$ cat src/rtl/i2cs_pkg.sv
package i2cs_pkg;

  localparam int unsigned REG_AW = 3;

  localparam logic [REG_AW-1:0] RG_ADDR   = 3'd0;
  localparam logic [REG_AW-1:0] RG_CMD    = 3'd1;
  localparam logic [REG_AW-1:0] RG_DATA   = 3'd2;
  localparam logic [REG_AW-1:0] RG_PERIOD = 3'd3;
  localparam logic [REG_AW-1:0] RG_MASK   = 3'd4;
  localparam logic [REG_AW-1:0] RG_RAW    = 3'd5;
  localparam logic [REG_AW-1:0] RG_MIS    = 3'd6;
  localparam logic [REG_AW-1:0] RG_CFG    = 3'd7;

  localparam int unsigned ST_BUSY   = 0;
  localparam int unsigned ST_ERR    = 1;
  localparam int unsigned ST_ANACK  = 2;
  localparam int unsigned ST_DNACK  = 3;
  localparam int unsigned ST_ARB    = 4;
  localparam int unsigned ST_IDLE   = 5;
  localparam int unsigned ST_BUSBSY = 6;

  localparam int unsigned CFG_EN_BIT = 4;

  typedef enum logic [1:0] {
    OP_START = 2'd0,
    OP_BYTE  = 2'd1,
    OP_STOP  = 2'd2
  } eng_op_e;

  typedef enum logic [1:0] {
    SQ_IDLE,
    SQ_START,
    SQ_BYTE,
    SQ_STOP
  } sq_state_e;

endpackage

$ cat src/rtl/i2cs_rst_sync.sv
module i2cs_rst_sync #(
  parameter int unsigned STAGES = 2
) (
  input  logic clk,
  input  logic rst_n,
  output logic rst_q
);
  logic [STAGES-1:0] sync_q;

  always_ff @(posedge clk or negedge rst_n) begin
    if (!rst_n) sync_q <= '0;
    else        sync_q <= {sync_q[STAGES-2:0], 1'b1};
  end

  assign rst_q = sync_q[STAGES-1];
endmodule

$ cat src/rtl/i2cs_regfile.sv
module i2cs_regfile
  import i2cs_pkg::*;
#(
  parameter int unsigned DW = 8
) (
  input  logic              clk,
  input  logic              rst_n,
  input  logic              wr,
  input  logic [REG_AW-1:0] idx,
  input  logic [DW-1:0]     wdata,
  input  logic              busy,
  input  logic              cap_en,
  input  logic [DW-1:0]     cap_data,
  output logic [DW-1:0]     addr_q,
  output logic [DW-1:0]     data_q,
  output logic [DW-1:0]     period_q,
  output logic              cfg_en
);
  logic          addr_we, data_we, period_we, cfg_we;
  logic [DW-1:0] data_d;

  always_comb begin
    addr_we   = wr && (idx == RG_ADDR) && !busy;
    period_we = wr && (idx == RG_PERIOD);
    cfg_we    = wr && (idx == RG_CFG);
    data_we   = cap_en || (wr && (idx == RG_DATA) && !busy);
    data_d    = cap_en ? cap_data : wdata;
  end

  always_ff @(posedge clk or negedge rst_n) begin
    if (!rst_n) begin
      addr_q   <= '0;
      data_q   <= '0;
      period_q <= '0;
      cfg_en   <= 1'b0;
    end else begin
      if (addr_we)   addr_q   <= wdata;
      if (data_we)   data_q   <= data_d;
      if (period_we) period_q <= wdata;
      if (cfg_we)    cfg_en   <= wdata[CFG_EN_BIT];
    end
  end
endmodule

$ cat src/rtl/i2cs_irq.sv
module i2cs_irq #(
  parameter int unsigned IW = 1
) (
  input  logic          clk,
  input  logic          rst_n,
  input  logic [IW-1:0] set_vec,
  input  logic          mask_we,
  input  logic          clr_we,
  input  logic [IW-1:0] wbits,
  output logic [IW-1:0] mask_q,
  output logic [IW-1:0] raw_q,
  output logic [IW-1:0] masked,
  output logic          irq
);
  logic [IW-1:0] raw_d;
  logic          raw_en;

  always_comb begin
    raw_en = clr_we || (|set_vec);
    raw_d  = (raw_q & ~(clr_we ? wbits : '0)) | set_vec;
  end

  always_ff @(posedge clk or negedge rst_n) begin
    if (!rst_n) begin
      raw_q  <= '0;
      mask_q <= '0;
    end else begin
      if (raw_en)  raw_q  <= raw_d;
      if (mask_we) mask_q <= wbits;
    end
  end

  assign masked = raw_q & mask_q;
  assign irq    = |masked;
endmodule

$ cat src/rtl/i2cs_seq.sv
module i2cs_seq
  import i2cs_pkg::*;
#(
  parameter int unsigned DW = 8
) (
  input  logic          clk,
  input  logic          rst_n,
  input  logic          cmd_wr,
  input  logic [2:0]    cmd,
  input  logic          enable,
  input  logic          dir_read,
  input  logic          eng_ack,
  input  logic          eng_nack,
  input  logic          eng_lost,
  input  logic [DW-1:0] eng_rx,
  output logic          eng_req,
  output logic [1:0]    eng_op,
  output logic [7:0]    status,
  output logic          busy,
  output logic          cap_en,
  output logic [DW-1:0] cap_data,
  output logic          done
);
  sq_state_e state_q, state_d;
  logic run_q, run_d, stop_q, stop_d, own_q, own_d;
  logic err_q, err_d, arb_q, arb_d, an_q, an_d, dn_q, dn_d;
  logic cmd_fire, upd;

  function automatic sq_state_e pick(input logic own, input logic run, input logic stp);
    if (run)             return own ? SQ_BYTE : SQ_IDLE;
    else if (stp && own) return SQ_STOP;
    else                 return SQ_IDLE;
  endfunction

  assign cmd_fire = cmd_wr && enable && (state_q == SQ_IDLE);
  assign upd      = cmd_fire || ((state_q != SQ_IDLE) && eng_ack);
  assign cap_data = eng_rx;

  always_comb begin
    state_d = state_q;
    run_d   = run_q;
    stop_d  = stop_q;
    own_d   = own_q;
    err_d   = err_q;
    arb_d   = arb_q;
    an_d    = an_q;
    dn_d    = dn_q;
    cap_en  = 1'b0;
    done    = 1'b0;
    unique case (state_q)
      SQ_IDLE: begin
        if (cmd_fire) begin
          run_d  = cmd[0];
          stop_d = cmd[2];
          if (cmd[1] && !own_q) begin
            state_d = SQ_START;
          end else begin
            state_d = pick(own_q, cmd[0], cmd[2]);
            if (cmd[0]) err_d = !own_q;
          end
        end
      end
      SQ_START: begin
        if (eng_ack) begin
          own_d   = !eng_lost;
          arb_d   = eng_lost;
          an_d    = eng_nack && !eng_lost;
          state_d = pick(!eng_lost, run_q, stop_q);
          if (run_q) err_d = eng_lost;
        end
      end
      SQ_BYTE: begin
        if (eng_ack) begin
          dn_d    = eng_nack;
          cap_en  = dir_read;
          done    = 1'b1;
          state_d = stop_q ? SQ_STOP : SQ_IDLE;
        end
      end
      SQ_STOP: begin
        if (eng_ack) begin
          own_d   = 1'b0;
          state_d = SQ_IDLE;
        end
      end
      default: state_d = SQ_IDLE;
    endcase
  end

  always_ff @(posedge clk or negedge rst_n) begin
    if (!rst_n) begin
      state_q <= SQ_IDLE;
      run_q   <= 1'b0;
      stop_q  <= 1'b0;
      own_q   <= 1'b0;
      err_q   <= 1'b0;
      arb_q   <= 1'b0;
      an_q    <= 1'b0;
      dn_q    <= 1'b0;
    end else if (upd) begin
      state_q <= state_d;
      run_q   <= run_d;
      stop_q  <= stop_d;
      own_q   <= own_d;
      err_q   <= err_d;
      arb_q   <= arb_d;
      an_q    <= an_d;
      dn_q    <= dn_d;
    end
  end

  always_comb begin
    unique case (state_q)
      SQ_START: eng_op = OP_START;
      SQ_BYTE:  eng_op = OP_BYTE;
      SQ_STOP:  eng_op = OP_STOP;
      default:  eng_op = OP_START;
    endcase
  end

  assign eng_req = (state_q != SQ_IDLE);
  assign busy    = eng_req;

  always_comb begin
    status            = '0;
    status[ST_BUSY]   = busy;
    status[ST_ERR]    = err_q;
    status[ST_ANACK]  = an_q;
    status[ST_DNACK]  = dn_q;
    status[ST_ARB]    = arb_q;
    status[ST_IDLE]   = !busy;
    status[ST_BUSBSY] = own_q;
  end
endmodule

$ cat src/rtl/i2c_cmd_seq.sv
module i2c_cmd_seq
  import i2cs_pkg::*;
#(
  parameter int unsigned DW = 8,
  parameter int unsigned IW = 1
) (
  input  logic              clk,
  input  logic              rst_n,
  input  logic              reg_wr,
  input  logic [REG_AW-1:0] reg_addr,
  input  logic [DW-1:0]     reg_wdata,
  output logic [DW-1:0]     reg_rdata,
  output logic              eng_req,
  output logic [1:0]        eng_op,
  output logic [DW-2:0]     eng_addr,
  output logic              eng_read,
  output logic [DW-1:0]     eng_tx,
  output logic [DW-1:0]     eng_period,
  input  logic              eng_ack,
  input  logic [DW-1:0]     eng_rx,
  input  logic              eng_nack,
  input  logic              eng_lost,
  output logic              irq
);
  localparam int unsigned PADS = DW - 8;

  logic          rst_q;
  logic [DW-1:0] addr_q, data_q, period_q, cap_data;
  logic          cfg_en, busy, cap_en, done;
  logic [7:0]    status;
  logic [IW-1:0] mask_q, raw_q, masked, set_vec;
  logic          cmd_wr, mask_we, clr_we;

  i2cs_rst_sync #(.STAGES(2)) u_rst (
    .clk(clk), .rst_n(rst_n), .rst_q(rst_q)
  );

  assign cmd_wr  = reg_wr && (reg_addr == RG_CMD);
  assign mask_we = reg_wr && (reg_addr == RG_MASK);
  assign clr_we  = reg_wr && (reg_addr == RG_MIS);
  assign set_vec = IW'(done);

  i2cs_regfile #(.DW(DW)) u_regs (
    .clk(clk), .rst_n(rst_q), .wr(reg_wr), .idx(reg_addr), .wdata(reg_wdata),
    .busy(busy), .cap_en(cap_en), .cap_data(cap_data),
    .addr_q(addr_q), .data_q(data_q), .period_q(period_q), .cfg_en(cfg_en)
  );

  i2cs_seq #(.DW(DW)) u_seq (
    .clk(clk), .rst_n(rst_q), .cmd_wr(cmd_wr), .cmd(reg_wdata[2:0]),
    .enable(cfg_en), .dir_read(addr_q[0]),
    .eng_ack(eng_ack), .eng_nack(eng_nack), .eng_lost(eng_lost), .eng_rx(eng_rx),
    .eng_req(eng_req), .eng_op(eng_op), .status(status), .busy(busy),
    .cap_en(cap_en), .cap_data(cap_data), .done(done)
  );

  i2cs_irq #(.IW(IW)) u_irq (
    .clk(clk), .rst_n(rst_q), .set_vec(set_vec), .mask_we(mask_we),
    .clr_we(clr_we), .wbits(reg_wdata[IW-1:0]),
    .mask_q(mask_q), .raw_q(raw_q), .masked(masked), .irq(irq)
  );

  assign eng_addr   = addr_q[DW-1:1];
  assign eng_read   = addr_q[0];
  assign eng_tx     = data_q;
  assign eng_period = period_q;

  logic [DW-1:0] status_w, cfg_w;

  generate
    if (PADS > 0) begin : g_pad
      assign status_w = {{PADS{1'b0}}, status};
    end else begin : g_nopad
      assign status_w = status;
    end
  endgenerate

  always_comb begin
    cfg_w             = '0;
    cfg_w[CFG_EN_BIT] = cfg_en;
  end

  always_comb begin
    unique case (reg_addr)
      RG_ADDR:   reg_rdata = addr_q;
      RG_CMD:    reg_rdata = status_w;
      RG_DATA:   reg_rdata = data_q;
      RG_PERIOD: reg_rdata = period_q;
      RG_MASK:   reg_rdata = DW'(mask_q);
      RG_RAW:    reg_rdata = DW'(raw_q);
      RG_MIS:    reg_rdata = DW'(masked);
      default:   reg_rdata = cfg_w;
    endcase
  end
endmodule

$ cat config.mk
export PLATFORM = sky130hd
export DESIGN_NAME = i2c_cmd_seq
export DESIGN_NICKNAME = d
export VERILOG_FILES = /design/src/rtl/i2cs_pkg.sv /design/src/rtl/i2cs_rst_sync.sv /design/src/rtl/i2cs_regfile.sv /design/src/rtl/i2cs_irq.sv /design/src/rtl/i2cs_seq.sv /design/src/rtl/i2c_cmd_seq.sv
export SDC_FILE = /design/constraint.sdc
export NUM_CORES = 1
export LEC_CHECK = 0
export ABC_AREA = 1
export BUFFER_PORTS_ARGS = -buffer_cell sky130_fd_sc_hd__buf_2
export CAP_MARGIN = 20
export CORE_MARGIN = 1
export CORE_UTILIZATION = 35
export CTS_BUF_LIST = sky130_fd_sc_hd__clkbuf_16
export DETAILED_ROUTE_END_ITERATION = 10
export GPL_ROUTABILITY_DRIVEN = 0
export PLACE_DENSITY = 0.65
export REMOVE_ABC_BUFFERS = 1
export SYNTH_ARGS = -nofsm -noshare
export SYNTH_HDL_FRONTEND = slang
export SYNTH_SLANG_ARGS = --single-unit
$ cat constraint.sdc
create_clock -name clk -period 1.3 [get_ports clk]
set_clock_uncertainty 0.15 [all_clocks]
set_input_delay 0.13 -clock clk [delete_from_list [all_inputs] [get_ports clk]]
set_output_delay 0.13 -clock clk [all_outputs]
set_load 0.01 [all_outputs]
==> impl_metrics.env <==
export IMPL_finalHoldViolations=0
export IMPL_netlist_top_cell_by_area="dfrtp_1"
export IMPL_drive_gt1_frac=0.445
export IMPL_rsz0062_at_grt="yes"
export IMPL_synthSimpleGateAreaFrac=0.361
export IMPL_htree_levels=2
export IMPL_netlist_area_um2=2070
export IMPL_crit_type="flip-flop to output pin"
export IMPL_synth_main_ff_cell="dfrtp_1"
export IMPL_power_uw=5410
export IMPL_start_kind="flip-flop"
export IMPL_yosysSeqAreaShare=0.460
export IMPL_synth_compound_area_frac=0.104
export IMPL_nNetsFinal=399
export IMPL_grt_use_met1=0.269
export IMPL_synthAdderAreaFrac=0
export IMPL_hp_start="eng_rx[2]"
export IMPL_violations="setup timing"
export IMPL_die_x_um=78.9
export IMPL_synthTopCellsByCount="nand2_1 (113), dfrtp_1 (38), inv_1 (18)"
export IMPL_remaining_drc_errors=0
export IMPL_io_pins=61
export IMPL_drt_pass1_iterations=4
export IMPL_yosysMostFrequentCell="nand2_1"
export IMPL_top_usage_layer="met2"
export IMPL_yosysUniqueCellTypes=32
export IMPL_p_leak_uw=0.00173
export IMPL_clockBufferDepth=2
export IMPL_report_final_slew_viol_count=0
export IMPL_synth_area_per_cell_um2=7.89
export IMPL_track_usage=0.214
export IMPL_synth_top_area_frac=0.460
export IMPL_grt_pass1_vias=2125
export IMPL_yosys_warnings=0
export IMPL_via_count=2165
export IMPL_core_um2=5610
export IMPL_initial_utilization=0.369
export IMPL_synthMuxAreaShare=0
export IMPL_hold_path_class="primary input to flip-flop"
export IMPL_synth_seq_cells=38
export IMPL_place_hpwl_um=4250
export IMPL_cap_viol_max_count=0
export IMPL_first_iter_violations=124
export IMPL_synth_area_leaders="dfrtp_1 (46%), nand2_1 (21%), nand3_1 (3.6%)"
export IMPL_cts_root_buf="clkbuf_16"
export IMPL_dieArea_um2=6220
export IMPL_setup_violations=35
export IMPL_numCtsBuffers=5
export IMPL_num_antenna_cells=0
export IMPL_finalCritPeriodShare=1.28
export IMPL_arrival_ps=1390
export IMPL_crit_fanout=4
export IMPL_peakVddDrop_v=0.000813
export IMPL_path_common_cell="nand2_1"
export IMPL_cts_tree="done"
export IMPL_cts_sinks=38
export IMPL_synth_edf_count=0
export IMPL_r2r_start="u_seq.state_q[0]"
export IMPL_cp_slowest_cell="dfrtp_2"
export IMPL_worst_slack_ps=-370
export IMPL_status="finished with violations"
export IMPL_antenna_found_initial=0
export IMPL_synth_top_family_by_area="simple AND/OR/NAND/NOR gates"
export IMPL_die_h_um=78.9
export IMPL_synth_xor_area_frac=0
export IMPL_num_rows=27
export IMPL_grt_ovfl_total=0
export IMPL_cp_top_family="flip-flops"
export IMPL_post_route_util=0.576
export IMPL_path_clk_slew_ps=60
export IMPL_grt_max_degree=37
export IMPL_via_per_inst=4.84
export IMPL_path_cells="nor2_4, inv_2, nand2_1, nand2_1, a21oi_2, nand2_1, buf_2"
export IMPL_cp_end_kind="output pin"
export IMPL_grt_pass1_wl_um=10200
export IMPL_max_freq_ghz=0.599
export IMPL_wl_um=6240
export IMPL_async_flop_share=1.00
export IMPL_syn_inst=262
export IMPL_cp_buffers_inverters=2
export IMPL_antenna_left=0
export IMPL_crit_start="u_seq.state_q[0]"
export IMPL_pre_cts_ws_ps=-194
export IMPL_wl_per_cell_um=14.0
export IMPL_fin_crit_ps=1670
export IMPL_use_met2=0.371
export IMPL_power_density_nw_per_um2=1680
export IMPL_met3_usage=0.0391
export IMPL_crit_path_max_incr_delay_ps=440
export IMPL_clk_latency_ps=280
export IMPL_numPortBuffers=60
export IMPL_required_ps=1020
export IMPL_areaGrowthSynthToFinish_pct=56.2
-- per-layer routing --
| metal | vias up | part of all wire |
|---|---|---|
| li1 | 1073 | - |
| met3 | 10 | 0.040 |
| met1 | 1020 | 0.43 |
| met5 | - | 0 |
| met4 | 0 | 0.021 |
| met2 | 62 | 0.50 |
-- per-stage QoR --
step | hold slack [ps] | instances | setup TNS [ps] | area (um2)
after floorplan | -316 | 256 | -2380 | 2010
final | 4.07 | 447 | -5420 | 3230
after detailed placement | -233 | 415 | -3900 | 2640
after global routing | 10.7 | 447 | -7230 | 3230
after CTS | 3.04 | 441 | -4110 | 3060
after global placement | -236 | 415 | -2640 | 2640
-- logic make-up (layout without fill, tap and decap cells) --
| kind of cell | count (synthesis) | after routing |
|---|---|---|
| and+or+nand+nor | 160 | 161 |
| DFF | 38 | 38 |
| AOI/OAI and AO/OA | 33 | 33 |
| buffers and inverters | 30 | 142 |
| other | 1 | 1 |
-- area by class of cell --
class,count,area (um2)
fillers,511,2380
multi-input cells,195,1110
flip-flops and latches,38,955
repair buffers,110,816
clock buffers,5,125
inverters,24,97.6
well taps,72,90.1
clock inverters,3,40.0
-- sequential cells by signal (all words and copies together), names as in the netlist --
register and flops:
u_seq.state_q 2, u_seq.arb_q 1, u_rst.sync_q 2, u_seq.err_q 1
u_regs.addr_q 8, u_irq.mask_q 1, u_seq.an_q 1, u_seq.stop_q 1
u_seq.dn_q 1, u_regs.period_q 8, u_regs.data_q 8, u_seq.own_q 1
u_regs.cfg_en 1, u_seq.run_q 1, u_irq.raw_q 1
-- power breakdown --
group	switching [uW]	internal [uW]	total [uW]	leakage (uW)
Sequential	359	1590	1950	0.000471
Combinational	1090	1020	2110	0.00118
Clock	456	897	1350	0.0000836
Total	1910	3510	5410	0.00173
-- repair_timing --
action / 4_1_cts / 5_1_grt
resized for setup: 28 / 30
hold buffers: 8 / 0
endpoints found under the setup margin: 35 / 37
cloned: 1 / 1
pin swaps: 7 / 9
hold endpoints to repair: 9 / 0
setup buffers: 9 / 6
-- cell usage in the layout, fill, tap and decap left out, drive strengths merged, types with 2 or more instances in the layout --
cell	count
buf	101
inv	24
nand2	119
or2	5
a21oi	3
o21ai	23
dfrtp	38
nor3	4
dlygate4sd3	8
nand3	17
clkbuf	6
clkinv	2
nor2	10
o2111ai	3
nand4	5
-- final timing paths --
kind	cells past startpoint	slack, ps	endpoint
min	4	4	u_regs.data_q[2]
min reg2reg	1	70	u_regs.data_q[3]
max reg2reg	6	-290	u_regs.data_q[0]
min in group asynchronous	2	10	u_rst.sync_q[0]
max in group asynchronous	1	720	u_seq.state_q[1]
max	7	-370	reg_rdata[0]
-- worst register-to-register path: stages (launching register included) --
cell,delay [ps]
dfrtp_2,440
buf_6,140
nor2_4,190
nand3_4,140
or2_2,310
nand3_1,80
nand2_1,50
Note: power is estimated with default switching activity, not from simulation.
